<file path="src/rtl/dram_bank_pkg.sv">
package dram_bank_pkg;

    typedef enum logic [2:0] {
        OP_NOP  = 3'd0,
        OP_ACT  = 3'd1,
        OP_RD   = 3'd2,
        OP_WR   = 3'd3,
        OP_PRE  = 3'd4,
        OP_REF  = 3'd5,
        OP_RSV6 = 3'd6,
        OP_RSV7 = 3'd7
    } cmd_op_t;

    typedef enum logic [1:0] {
        BANK_IDLE     = 2'd0,
        BANK_OPEN     = 2'd1,
        BANK_BURST_AP = 2'd2,
        BANK_PRECH    = 2'd3
    } bank_st_t;

endpackage

</file>
<file path="src/rtl/bank_fsm.sv">
module bank_fsm
    import dram_bank_pkg::*;
#(
    parameter int TRP   = 4,
    parameter int BL    = 4,
    parameter int CNT_W = 3
) (
    input  logic     clk,
    input  logic     rst_n,
    input  logic     go_open,
    input  logic     go_close,
    input  logic     go_burst_ap,
    output bank_st_t state,
    output logic     ready
);

    localparam logic [CNT_W-1:0] TRP_LOAD = CNT_W'(TRP - 1);
    localparam logic [CNT_W-1:0] BL_LOAD  = CNT_W'(BL);

    bank_st_t         state_q, state_d;
    logic [CNT_W-1:0] cnt_q, cnt_d;

    always_ff @(posedge clk or negedge rst_n) begin
        if (!rst_n) begin
            state_q <= BANK_IDLE;
            cnt_q   <= '0;
        end else begin
            state_q <= state_d;
            cnt_q   <= cnt_d;
        end
    end

    always_comb begin
        state_d = state_q;
        cnt_d   = cnt_q;
        unique case (state_q)
            BANK_IDLE: begin
                if (go_open) state_d = BANK_OPEN;
            end
            BANK_OPEN: begin
                if (go_close) begin
                    state_d = BANK_PRECH;
                    cnt_d   = TRP_LOAD;
                end else if (go_burst_ap) begin
                    state_d = BANK_BURST_AP;
                    cnt_d   = BL_LOAD;
                end
            end
            BANK_BURST_AP: begin
                if (cnt_q == CNT_W'(1)) begin
                    state_d = BANK_PRECH;
                    cnt_d   = TRP_LOAD;
                end else begin
                    cnt_d = cnt_q - CNT_W'(1);
                end
            end
            BANK_PRECH: begin
                if (cnt_q <= CNT_W'(1)) begin
                    state_d = BANK_IDLE;
                    cnt_d   = '0;
                end else begin
                    cnt_d = cnt_q - CNT_W'(1);
                end
            end
            default: begin
                state_d = BANK_IDLE;
                cnt_d   = '0;
            end
        endcase
    end

    assign state = state_q;
    assign ready = (state_q == BANK_IDLE);

endmodule

</file>
<file path="src/rtl/cmd_decode.sv">
module cmd_decode
    import dram_bank_pkg::*;
#(
    parameter int NUM_BANKS = 8,
    parameter int BA_W      = 3
) (
    input  logic                    clk,
    input  logic                    rst_n,
    input  logic [2:0]              cmd_op,
    input  logic [BA_W-1:0]         cmd_bank,
    input  logic                    cmd_mode,
    input  bank_st_t [NUM_BANKS-1:0] bank_st,
    output logic [NUM_BANKS-1:0]    open_v,
    output logic [NUM_BANKS-1:0]    close_v,
    output logic [NUM_BANKS-1:0]    burst_ap_v,
    output logic                    ref_ok,
    output logic                    err
);

    cmd_op_t  op;
    bank_st_t tgt_st;
    logic     all_idle;
    logic     err_d, err_q;

    assign op     = cmd_op_t'(cmd_op);
    assign tgt_st = bank_st[cmd_bank];

    always_comb begin
        all_idle = 1'b1;
        for (int i = 0; i < NUM_BANKS; i++) begin
            if (bank_st[i] != BANK_IDLE) all_idle = 1'b0;
        end
    end

    always_comb begin
        open_v     = '0;
        close_v    = '0;
        burst_ap_v = '0;
        ref_ok     = 1'b0;
        err_d      = 1'b0;
        unique case (op)
            OP_ACT: begin
                if (tgt_st == BANK_IDLE) open_v[cmd_bank] = 1'b1;
                else                     err_d = 1'b1;
            end
            OP_RD, OP_WR: begin
                if (tgt_st == BANK_OPEN) burst_ap_v[cmd_bank] = cmd_mode;
                else                     err_d = 1'b1;
            end
            OP_PRE: begin
                for (int i = 0; i < NUM_BANKS; i++) begin
                    if (bank_st[i] == BANK_OPEN &&
                        (cmd_mode || cmd_bank == BA_W'(i)))
                        close_v[i] = 1'b1;
                end
            end
            OP_REF: begin
                if (all_idle) ref_ok = 1'b1;
                else          err_d  = 1'b1;
            end
            OP_NOP, OP_RSV6, OP_RSV7: begin
            end
            default: begin
            end
        endcase
    end

    always_ff @(posedge clk or negedge rst_n) begin
        if (!rst_n) err_q <= 1'b0;
        else        err_q <= err_d;
    end

    assign err = err_q;

endmodule

</file>
<file path="src/rtl/refresh_timer.sv">
module refresh_timer #(
    parameter int TREFI  = 1000,
    parameter int ROW_W  = 4,
    parameter int REFI_W = 10
) (
    input  logic             clk,
    input  logic             rst_n,
    input  logic             ref_ok,
    output logic             due,
    output logic [ROW_W-1:0] row
);

    localparam logic [REFI_W-1:0] LIMIT = REFI_W'(TREFI);

    logic [REFI_W-1:0] cnt_q;
    logic [ROW_W-1:0]  row_q;

    always_ff @(posedge clk or negedge rst_n) begin
        if (!rst_n) begin
            cnt_q <= '0;
            row_q <= '0;
        end else if (ref_ok) begin
            cnt_q <= '0;
            row_q <= row_q + ROW_W'(1);
        end else if (cnt_q != LIMIT) begin
            cnt_q <= cnt_q + REFI_W'(1);
        end
    end

    assign due = (cnt_q == LIMIT);
    assign row = row_q;

endmodule

</file>
<file path="src/rtl/dram_bank_tracker.sv">
module dram_bank_tracker
    import dram_bank_pkg::*;
#(
    parameter int NUM_BANKS = 8,
    parameter int BA_W      = $clog2(NUM_BANKS),
    parameter int TRP       = 4,
    parameter int BL        = 4,
    parameter int TREFI     = 1000,
    parameter int ROW_W     = 4
) (
    input  logic                 clk,
    input  logic                 rst_n,
    input  logic [2:0]           cmd_op,
    input  logic [BA_W-1:0]      cmd_bank,
    input  logic                 cmd_mode,
    output logic [NUM_BANKS-1:0] bank_ready,
    output logic                 cmd_err,
    output logic                 ref_due,
    output logic [ROW_W-1:0]     ref_row
);

    localparam int MAXC   = (TRP > BL) ? TRP : BL;
    localparam int CNT_W  = $clog2(MAXC + 1);
    localparam int REFI_W = $clog2(TREFI + 1);

    bank_st_t [NUM_BANKS-1:0] bank_st;
    logic [NUM_BANKS-1:0]     open_v, close_v, burst_ap_v;
    logic                     ref_ok;

    cmd_decode #(.NUM_BANKS(NUM_BANKS), .BA_W(BA_W)) u_dec (
        .clk        (clk),
        .rst_n      (rst_n),
        .cmd_op     (cmd_op),
        .cmd_bank   (cmd_bank),
        .cmd_mode   (cmd_mode),
        .bank_st    (bank_st),
        .open_v     (open_v),
        .close_v    (close_v),
        .burst_ap_v (burst_ap_v),
        .ref_ok     (ref_ok),
        .err        (cmd_err)
    );

    for (genvar b = 0; b < NUM_BANKS; b++) begin : g_bank
        bank_fsm #(.TRP(TRP), .BL(BL), .CNT_W(CNT_W)) u_fsm (
            .clk         (clk),
            .rst_n       (rst_n),
            .go_open     (open_v[b]),
            .go_close    (close_v[b]),
            .go_burst_ap (burst_ap_v[b]),
            .state       (bank_st[b]),
            .ready       (bank_ready[b])
        );
    end

    refresh_timer #(.TREFI(TREFI), .ROW_W(ROW_W), .REFI_W(REFI_W)) u_ref (
        .clk    (clk),
        .rst_n  (rst_n),
        .ref_ok (ref_ok),
        .due    (ref_due),
        .row    (ref_row)
    );

endmodule

</file>
<file path="config.mk">
export PLATFORM = sky130hd
export DESIGN_NAME = dram_bank_tracker
export DESIGN_NICKNAME = d
export VERILOG_FILES = /design/src/rtl/dram_bank_pkg.sv /design/src/rtl/bank_fsm.sv /design/src/rtl/cmd_decode.sv /design/src/rtl/refresh_timer.sv /design/src/rtl/dram_bank_tracker.sv
export SDC_FILE = /design/constraint.sdc
export NUM_CORES = 1
export LEC_CHECK = 0
export CORE_MARGIN = 10
export CORE_UTILIZATION = 60
export CTS_BUF_LIST = sky130_fd_sc_hd__clkbuf_16
export DETAILED_ROUTE_END_ITERATION = 7
export PLACE_DENSITY = 0.8
export SLEW_MARGIN = 30
export SYNTH_ARGS = -nofsm -noshare
export SYNTH_HDL_FRONTEND = slang
export SYNTH_HIERARCHICAL = 1
export SYNTH_SLANG_ARGS = --single-unit
</file>
<file path="constraint.sdc">
create_clock -name clk -period 3 [get_ports clk]
set_input_delay 0.3 -clock clk [delete_from_list [all_inputs] [get_ports clk]]
set_output_delay 0.3 -clock clk [all_outputs]
set_load 0.1 [all_outputs]
</file>
======== Word-level counts from Yosys, hierarchy flattened ========
Index checks and enable logic that the tools add are counted.
word-level totals
  input bits .............................. 9
  register bits after elaboration ......... 55
  output and inout bits ................... 14
  word-level logic and storage cells ...... 301
cells by class
  mux-type cells .......................... 121
  order comparisons ....................... 10
  bitwise logic cells ..................... 1
  reduce and logical (&&, ||, !) cells .... 61
  eq/ne operators ......................... 79
  $add $sub $neg .......................... 10
operators by type and width
  cell                                                             number
  two-way mux 3 bit                                                32
  two-way mux 2 bit                                                41
  case mux 3 bit (3 select lines)                                  8
  case mux 2 bit (4 select lines)                                  8
  two-way mux 8 bit                                                5
  == test 2 bit (second input constant)                            16
  != test 2 x 1 -> 1 bit (second input constant)                   16
  AND reduction 4 bit                                              8
  == test 3 x 1 -> 1 bit (second input constant)                   10
  less-or-equal comparator 3 x 1 -> 1 bit (second input constant)  8
  != test 3 bit (second input constant)                            8
  nonzero test 3 bit                                               8
  subtractor 3 x 1 -> 3 bit (second input constant)                8
  two-way mux 1 bit                                                22
  two-way mux 10 bit                                               2
  == test 2 x 1 -> 1 bit (second input constant)                   9
  == test 3 bit (second input constant)                            6
  zero test 2 bit                                                  9
  nonzero test 2 bit                                               9
  != test 2 bit (second input constant)                            8
  AND reduction 2 bit                                              8
  == test 3 x 2 -> 1 bit (second input constant)                   4
  adder 10 x 1 -> 10 bit (second input constant)                   1
  == test 10 bit (second input constant)                           1
  12 further kinds                                                 27

======== Depth between registers and ports, before layout ========
Gate-level depths: netlist of the first run.
  depth in word-level cells ............... 12
  gate-level depth with buffers ........... 11
  mapped depth without buffers ............ 9

======== By module ========
Netlist of the first run, hierarchy kept.
by module, submodules not included
  module         times used  cells each  seq. area each (um^2)  area an instance (um^2)
  bank_fsm       8           41          125.1                  392.9
  refresh_timer  1           64          350.3                  683.2
  cmd_decode     1           88          25.0                   623.1

======== Worst setup path after synthesis of the first run ========
Ideal clock, no wire load.
  path kind ............................... reg-to-reg
  from .................................... register u_ref.cnt_q[0]
  to ...................................... register u_ref.cnt_q[0]
  arrival time ............................ 2.390 ns
  library setup time ...................... 0.128 ns
  clock period less this slack ............ 2.518 ns
  setup slack ............................. 0.482 ns
  data required time ...................... 2.872 ns
  buffers on the path ..................... 0
  cell stages (with the launch flop) ...... 6
  cell sequence ........................... dfrtp_1 > inv_1 > ha_1 > nand4bb_1 > nor3_2 > mux2_1
on the way
  word-level cells in the longest chain between the ends .. 3
  elaborated cells on any way between the ends .. 5
  classes of those cells .................. 1 x add/sub; 1 x eq/ne; 2 x mux; 1 x reduce/logical
RTL lines
  element                 line                 source
  from (decl)             refresh_timer.sv:15  logic [REFI_W-1:0] cnt_q;
  from (signal assigned)  refresh_timer.sv:26  cnt_q <= cnt_q + REFI_W'(1);
  adder 10 x 1 -> 10 bit  refresh_timer.sv:26
  two-way mux 10 bit      refresh_timer.sv:25  end else if (cnt_q != LIMIT) begin
  two-way mux 10 bit      refresh_timer.sv:22  end else if (ref_ok) begin
Parallel ways exist; a longest one is shown, timed or not. The select of a mux whose other input is x is not followed.
A chain may end at the register's enable or synchronous reset.

======== Worst setup path after layout of the first run ========
  from .................................... input port cmd_bank[2]
  to ...................................... register g_bank[2].u_fsm.cnt_q[0]
on the way
  word-level cells in the longest chain between the ends .. 9
  elaborated cells on any way between the ends .. 20
  classes of those cells .................. 2 x order compare; 3 x eq/ne; 10 x mux; 1 x bitwise; 4 x reduce/logical
RTL lines
  element                                                                                                                 line                     source
  from (decl)                                                                                                             dram_bank_tracker.sv:14  input logic [BA_W-1:0] cmd_bank,
  < comparator 3 x 4 -> 1 bit (implied by the code) / greater-or-equal comparator 3 x 1 -> 1 bit (equally long branches)  cmd_decode.sv:47         if (tgt_st == BANK_OPEN) burst_ap_v[cmd_bank] = cmd_mode;
  logical AND 1 bit (implied by the code)                                                                                 cmd_decode.sv:47
  two-way mux 1 bit (implied by the code)                                                                                 cmd_decode.sv:47
  demux 1 bit (select 3 bit)                                                                                              n/a
  bitwise AND 8 bit (no line)                                                                                             n/a
  two-way mux 8 bit *                                                                                                     cmd_decode.sv:47
  two-way mux 8 bit *                                                                                                     cmd_decode.sv:41         unique case (op)
  named net burst_ap_v[2]                                                                                                 dram_bank_tracker.sv:27  logic [NUM_BANKS-1:0] open_v, close_v, burst_ap_v;
  != test 3 bit (no line) *                                                                                               n/a
  AND reduction 2 bit (no line) *                                                                                         n/a
  to (signal assigned)                                                                                                    bank_fsm.sv:29           cnt_q <= cnt_d;
  to (decl)                                                                                                               bank_fsm.sv:21           logic [CNT_W-1:0] cnt_q, cnt_d;
The timed path passes the listed nets; every way through them passes the cells marked *. The select of a mux whose other input is x is not followed.

==> summary.md, run 1 <==
| Metric | Value |
|---|---|
| Number of synthesized register bits | 55 |
| Critical Path Source Type | input pin |
| Fmax | 383.6 MHz |
| CP required | 3180 ps |
| Die ar. | 0.01126 sq mm |
| Routed via count | 3619 |
| Max IR drop VDD | 739.0 uV |
| Pwr Total | 5880 uW |
| Vias in the first global route | 3581 |
| Mapped Nets | 540 |
| Failing checks | negative hold slack |
| Final Critical Period | 2607 ps |
| Clk sink count | 55 |
| Die X | 106.1 microns |
| Mean Syn Cell Area | 9.269 sq um |
| Final Slew Violations | 0 |
| Largest net degree at the start of global routing | 40 |
| Sequential element share of the synthesized area | 30.93% |
| Initial DRC count | 256 |
| Initial antenna violation count | 0 |
| Detail Placement HPWL | 7020 microns |
| Effective utilization at floorplan | 61.67% |
| Critical path peak fanout | 10 |
| Final GP Congestion | 0.8516 |
| Clk pin slew, worst setup/hold paths | 80 ps |
| Max-cap violations | 0 |
| Number of enable flip-flop cells after synthesis | 0 |
| Fillers | 565 |
| Ratio of cells with drive above 1 in the final layout | 17.44% |
| Layout area overhead | 11.95% |
| Hold WC Path Type | in -> async |
| H-tree depth | 2 |
| Standard-cell rows | 31 |
| Tightest Pin Transition | 522.2 ps |
| Post-CTS sizing | 0 |
| Vert. Die Dim | 106.1 microns |
| Global-route wire length before repair | 15940 microns |
| Synthesis warning total | 6 |
| RSZ-0062 raised after global routing | no |
| CTS Buffer Depth | 2 |
| DR WL/cell | 14.96 microns |
| Vias per cell | 5.885 |
| Synth Cell Area | 0.004449 sq mm |
| CTS buffer count | 5 |
| Leakage | 0.002343 uW |
| Slew margin rel. | 65.19% |
| Fin Hold WS | -17.31 ps |
| CTS root buf | clkbuf_16 |
| N_diodes | 0 |
| Setup repair bufs after CTS | 0 |
| Outcome | complete, but fails checks |
| Worst Setup Path Type | in -> reg |
| WP data arrival | 2790 ps |
| Drt total wl | 9200 microns |
| Worst Setup End Kind | register |
| Fin crit share | 86.89% |
| Pwr Density | 1180 mW/mm^2 |
| CTS tree | done |
| TNS Setup | 0 ps |
| Synthesized instance count | 480 |
| Hold Violations, Final | 37 |
| Ys async rst share | 100.0% |
| Final #Nets | 575 |
| Worst Reg2Reg Path Length in Cells | 9 |
| Worst-skew pair later-pin latency | 300 ps |
| Gr usage total | 16.29% |
| Setup-failing EPs final | 0 |
| Total iterations of the first detailed-routing run | 5 |
| Area of the core | 0.007214 sq mm |
| Synth cell types | 49 |
| DRC Markers | 0 |
| Ys flop type | dfrtp_1 |
| Total gr overflow | 0 |
| Port Buf Inserts | 22 |
| Post-DRT Antenna Nets | 0 |
| Worst Skew | 7.748 ps |
| # IOs | 23 |
| Post-CTS Hold Buffers | 0 |
-- layout by cell type (no fill, tap or decap), drive strengths merged, types with 8 or more instances in the layout --
| cell type | synthesis | layout |
|---|---|---|
| nor2 | 71 | 71 |
| ha | 51 | 51 |
| o21ai | 12 | 12 |
| dfrtp | 55 | 55 |
| mux2 | 12 | 12 |
| a22oi | 9 | 9 |
| o2bb2ai | 8 | 8 |
| mux2i | 13 | 13 |
| nor4b | 10 | 10 |
| nand2 | 16 | 16 |
| o21a | 8 | 8 |
| o22a | 17 | 17 |
| nand2b | 11 | 11 |
| a21oi | 17 | 17 |
| buf | 5 | 29 |
| nand3 | 22 | 22 |
| o31ai | 9 | 9 |
| a211oi | 16 | 16 |
| nor3b | 8 | 8 |
| inv | 62 | 64 |
-- cells in the mapped netlist (3+ instances only) --
cell type	number	area [sq um]
o21ai_0	12	60.06
a31oi_1	3	18.77
o22a_1	17	148.9
nor3_2	3	30.03
clkbuf_1	3	11.26
or3_1	5	31.28
o2bb2ai_1	8	70.07
a22oi_1	9	67.56
ha_1	51	638.1
nor2_2	8	50.05
nor4b_1	10	87.58
xnor2_1	4	35.03
nor2_1	63	236.5
o31ai_1	9	67.56
dfrtp_1	55	1376
a211oi_2	8	100.1
nand4_1	3	18.77
nand3_1	14	70.07
nand2b_1	11	68.82
a211oi_1	8	60.06
nor3_1	4	20.02
mux2_2	3	33.78
nor3b_2	8	100.1
o21a_1	8	60.06
mux2i_1	13	130.1
a21oi_1	17	85.08
nor4_1	4	25.02
inv_1	62	232.7
nand3_2	8	80.08
nor2b_1	4	25.02
nand2_1	16	60.06
mux2_4	8	120.1
-- area by class of cell --
| class | instances | area [sq um] | share of cell area [%] |
|---|---|---|---|
| multi-input cells | 355 | 2795 | 56.12 |
| flip-flops and latches | 55 | 1376 | 27.63 |
| repair buffers | 36 | 300.3 | 6.029 |
| inverters | 62 | 232.7 | 4.672 |
| clock buffers | 5 | 125.1 | 2.512 |
| well taps | 99 | 123.9 | 2.487 |
| clock inverters | 3 | 27.53 | 0.5526 |
-- report_power, final --
group	switching, uW	internal [uW]
combinational	2120	1520
clock	294	319
sequential	497	1120
total	2910	2970
-- state kept, by name, summed over array words and instances, names as in the netlist --
signal              flops
g_bank.u_fsm/cnt_q     24
u_dec/err               1
g_bank.u_fsm/state     16
u_ref/cnt_q            10
u_ref/row               4
-- critical path, stage by stage --
cell and delay (ps):
clkdlybuf4s50_1 650, buf_4 210, nor2_1 50, a22oi_1 250
o211a_1 240, nand4_4 190, nor3_1 250, nor3b_2 100
a211oi_2 250, nand2_1 100, o22a_1 180
-- metal layers --
layer / part of all wire (%) / up-vias / GRT usage (%)
met2: 51 / 72 / 29.15
met5: 0 / - / 0
met3: 3.9 / 10 / 2.536
li1: - / 1761 / -
met1: 44 / 1776 / 19.56
met4: 1.2 / 0 / 5.029
-- metrics by stage --
stage | instances | utilization, % | setup WS, ps | cell area, sq um
floorplan | 480 | - | 482.1 | 4449
global placement | 607 | 66.89 | 181.4 | 4826
detailed placement | 607 | 66.89 | 128.7 | 4826
CTS | 615 | 69.01 | 433.1 | 4979
global route | 615 | 69.04 | 164.3 | 4981
finish | 615 | 69.04 | 393.2 | 4981
-- worst paths after layout --
kind	start	endpoint	slack (ps)
min in group clk	u_ref/row[3]	u_ref/row[3]	480
setup / recovery	cmd_bank[2]	g_bank[2].u_fsm/cnt_q[0]	390
max in group asynchronous	rst_n	u_ref/row[3]	2470
setup reg to reg	g_bank[5].u_fsm/state[0]	g_bank[2].u_fsm/cnt_q[0]	670
hold reg to reg	u_ref/row[3]	u_ref/row[3]	480
hold / removal	rst_n	g_bank[7].u_fsm/cnt_q[2]	-20
-- logic make-up (layout without fill, tap and decap cells) --
group           Yosys count  count (layout)  synth area share [%]
fa+ha+maj                51              51                 14.34
simple gates            170             170                 22.75
buf+inv                  70             106                 6.384
flops                    55              55                 30.93
compound gates          103             103                 17.77
mux                      25              25                 6.637
xor+xnor                  6               6                 1.181
(Power assumes the default switching activity.)
==> run 2: changes to the inputs <==
CAP_MARGIN = 20   (was unset)
SLEW_MARGIN = 10   (was 30)
==> summary.md, run 2 (synthesized netlist as in run 1, its figures left out) <==
| Metric | Value |
|---|---|
| TNS Setup | 0 ps |
| N_diodes | 0 |
| Most frequent cells in the layout | 63 x nor2_1, 62 x inv_1, 55 x dfrtp_1 |
| Largest Register | g_bank.u_fsm/cnt_q |
| Flop pwr share | 27.6% |
| Max IR drop VDD | 739.1 uV |
| H-tree depth | 2 |
| Global-route wire length before repair | 15940 microns |
| Fmax | 384.2 MHz |
| Worst Setup Path Type | in -> reg |
| CTS tree | done |
| Worst Reg2Reg Path Length in Cells | 9 |
| Switching part of the total | 49.54% |
| Standard-cell rows | 31 |
| Vias per cell | 5.888 |
| Fin Hold WS | 140.6 ps |
| Post-CTS Hold Buffers | 0 |
| Layout area overhead | 11.90% |
| Tightest Pin Transition | 924.9 ps |
| Commonest non-fill, non-tap cell in the layout | nor2_1 |
| CTS buffer count | 5 |
| Clock share of power | 10.4% |
| Leakage | 0.002342 uW |
| Final Critical Period | 2603 ps |
| CTS Buffer Depth | 2 |
| Detail Placement HPWL | 7020 microns |
| Critical Path Source Type | input pin |
| Outcome | complete, no violations |
| DR WL/cell | 14.95 microns |
| Psw | 2912 uW |
| Hold Violations, Final | 0 |
| Area of the core | 0.007214 sq mm |
| Routed via count | 3621 |
| Gr usage total | 16.29% |
| Die X | 106.1 microns |
| RSZ-0062 raised after global routing | no |
| Clk pin slew, worst setup/hold paths | 80 ps |
| WP data arrival | 2790 ps |
| Setup repair bufs after CTS | 0 |
| Worst Setup End Kind | register |
| Pint | 2967 uW |
| Die ar. | 0.01126 sq mm |
| Final Slew Violations | 0 |
| CTS root buf | clkbuf_16 |
| Post-DRT Antenna Nets | 0 |
| Total gr overflow | 0 |
| Slew margin rel. | 38.34% |
| Pwr Density | 1181 mW/mm^2 |
| Worst-skew pair later-pin latency | 300 ps |
| Number of flip-flops in the largest register | 24 |
| Initial antenna violation count | 0 |
| Worst Skew | 7.750 ps |
| Initial DRC count | 256 |
| Fin crit share | 86.76% |
| Setup-failing EPs final | 0 |
| Register Area | 0.001376 sq mm |
| Ratio of cells with drive above 1 in the final layout | 17.44% |
| Max-cap violations | 0 |
| Critical path peak fanout | 10 |
| Post-CTS sizing | 0 |
| Hold WC Path Type | in -> async |
| Combinational Power Share | 62.0% |
| Port Buf Inserts | 22 |
| Drt total wl | 9197 microns |
| Largest net degree at the start of global routing | 40 |
| Clk sink count | 55 |
| DRC Markers | 0 |
| # IOs | 23 |
| Final #Nets | 575 |
| Final GP Congestion | 0.8516 |
| Multi-input gate area | 0.002795 sq mm |
| Total iterations of the first detailed-routing run | 5 |
| Vert. Die Dim | 106.1 microns |
| Effective utilization at floorplan | 61.67% |
| CP required | 3180 ps |
| Vias in the first global route | 3581 |
| Fillers | 567 |
==> run 2: cell types whose count changed in the layout (fill, tap and decap cells not counted) <==
cell	change
buf_2	+1
buf_4	-1
==> run 2: critical path: stages <==
cell and delay, ps:
clkdlybuf4s50_1 660, buf_4 210, nor2_1 50, a22oi_1 250, o211a_1 240, nand4_4 190
nor3_1 250, nor3b_2 100, a211oi_2 250, nand2_1 100, o22a_1 180
==> run 2: path summary, 6_finish.rpt <==
check	startpoint	endpoint	slack, ps
hold / removal	rst_n	g_bank[7].u_fsm/cnt_q[2]	140
min in group clk	u_ref/row[3]	u_ref/row[3]	480
setup reg to reg	g_bank[5].u_fsm/state[0]	g_bank[2].u_fsm/cnt_q[0]	680
setup / recovery	cmd_bank[2]	g_bank[2].u_fsm/cnt_q[0]	400
max in group asynchronous	rst_n	u_ref/row[3]	2170
hold reg to reg	u_ref/row[3]	u_ref/row[3]	480
==> run 2: stage by stage <==
step                      power [uW]  worst slack (ps)  util (%)  cells  cell area (sq um)
final                           5879             397.1     69.01    615               4979
after global routing            6377             164.3     69.01    615               4979
after CTS                       5893             433.1     69.01    615               4979
after detailed placement        5255             128.7     66.89    607               4826
after global placement          5061             181.4     66.89    607               4826
after floorplan                 4510             482.1         -    480               4449
==> run 2: layout make-up <==
type / instances / area share, %
clock buffers: 5 / 2.513
clock inverters: 3 / 0.5529
inverters: 62 / 4.675
multi-input cells: 355 / 56.14
flip-flops and latches: 55 / 27.65
well taps: 99 / 2.488
repair buffers: 36 / 5.981
==> run 2: power groups by stage <==
stage / Combinational (uW) / Sequential [uW] / Clock (uW)
after floorplan: 3010 / 1500 / 0
after global routing: 4040 / 1680 / 655
after global placement: 3470 / 1590 / 0
after CTS: 3650 / 1610 / 627
after detailed placement: 3630 / 1620 / 0
final: 3650 / 1620 / 613
==> run 2: per-layer routing <==
layer | GRT usage [%] | share of wire (%)
met1 | 19.56 | 44
met2 | 29.15 | 51
met3 | 2.536 | 3.9
met4 | 5.029 | 1.2
met5 | 0 | 0
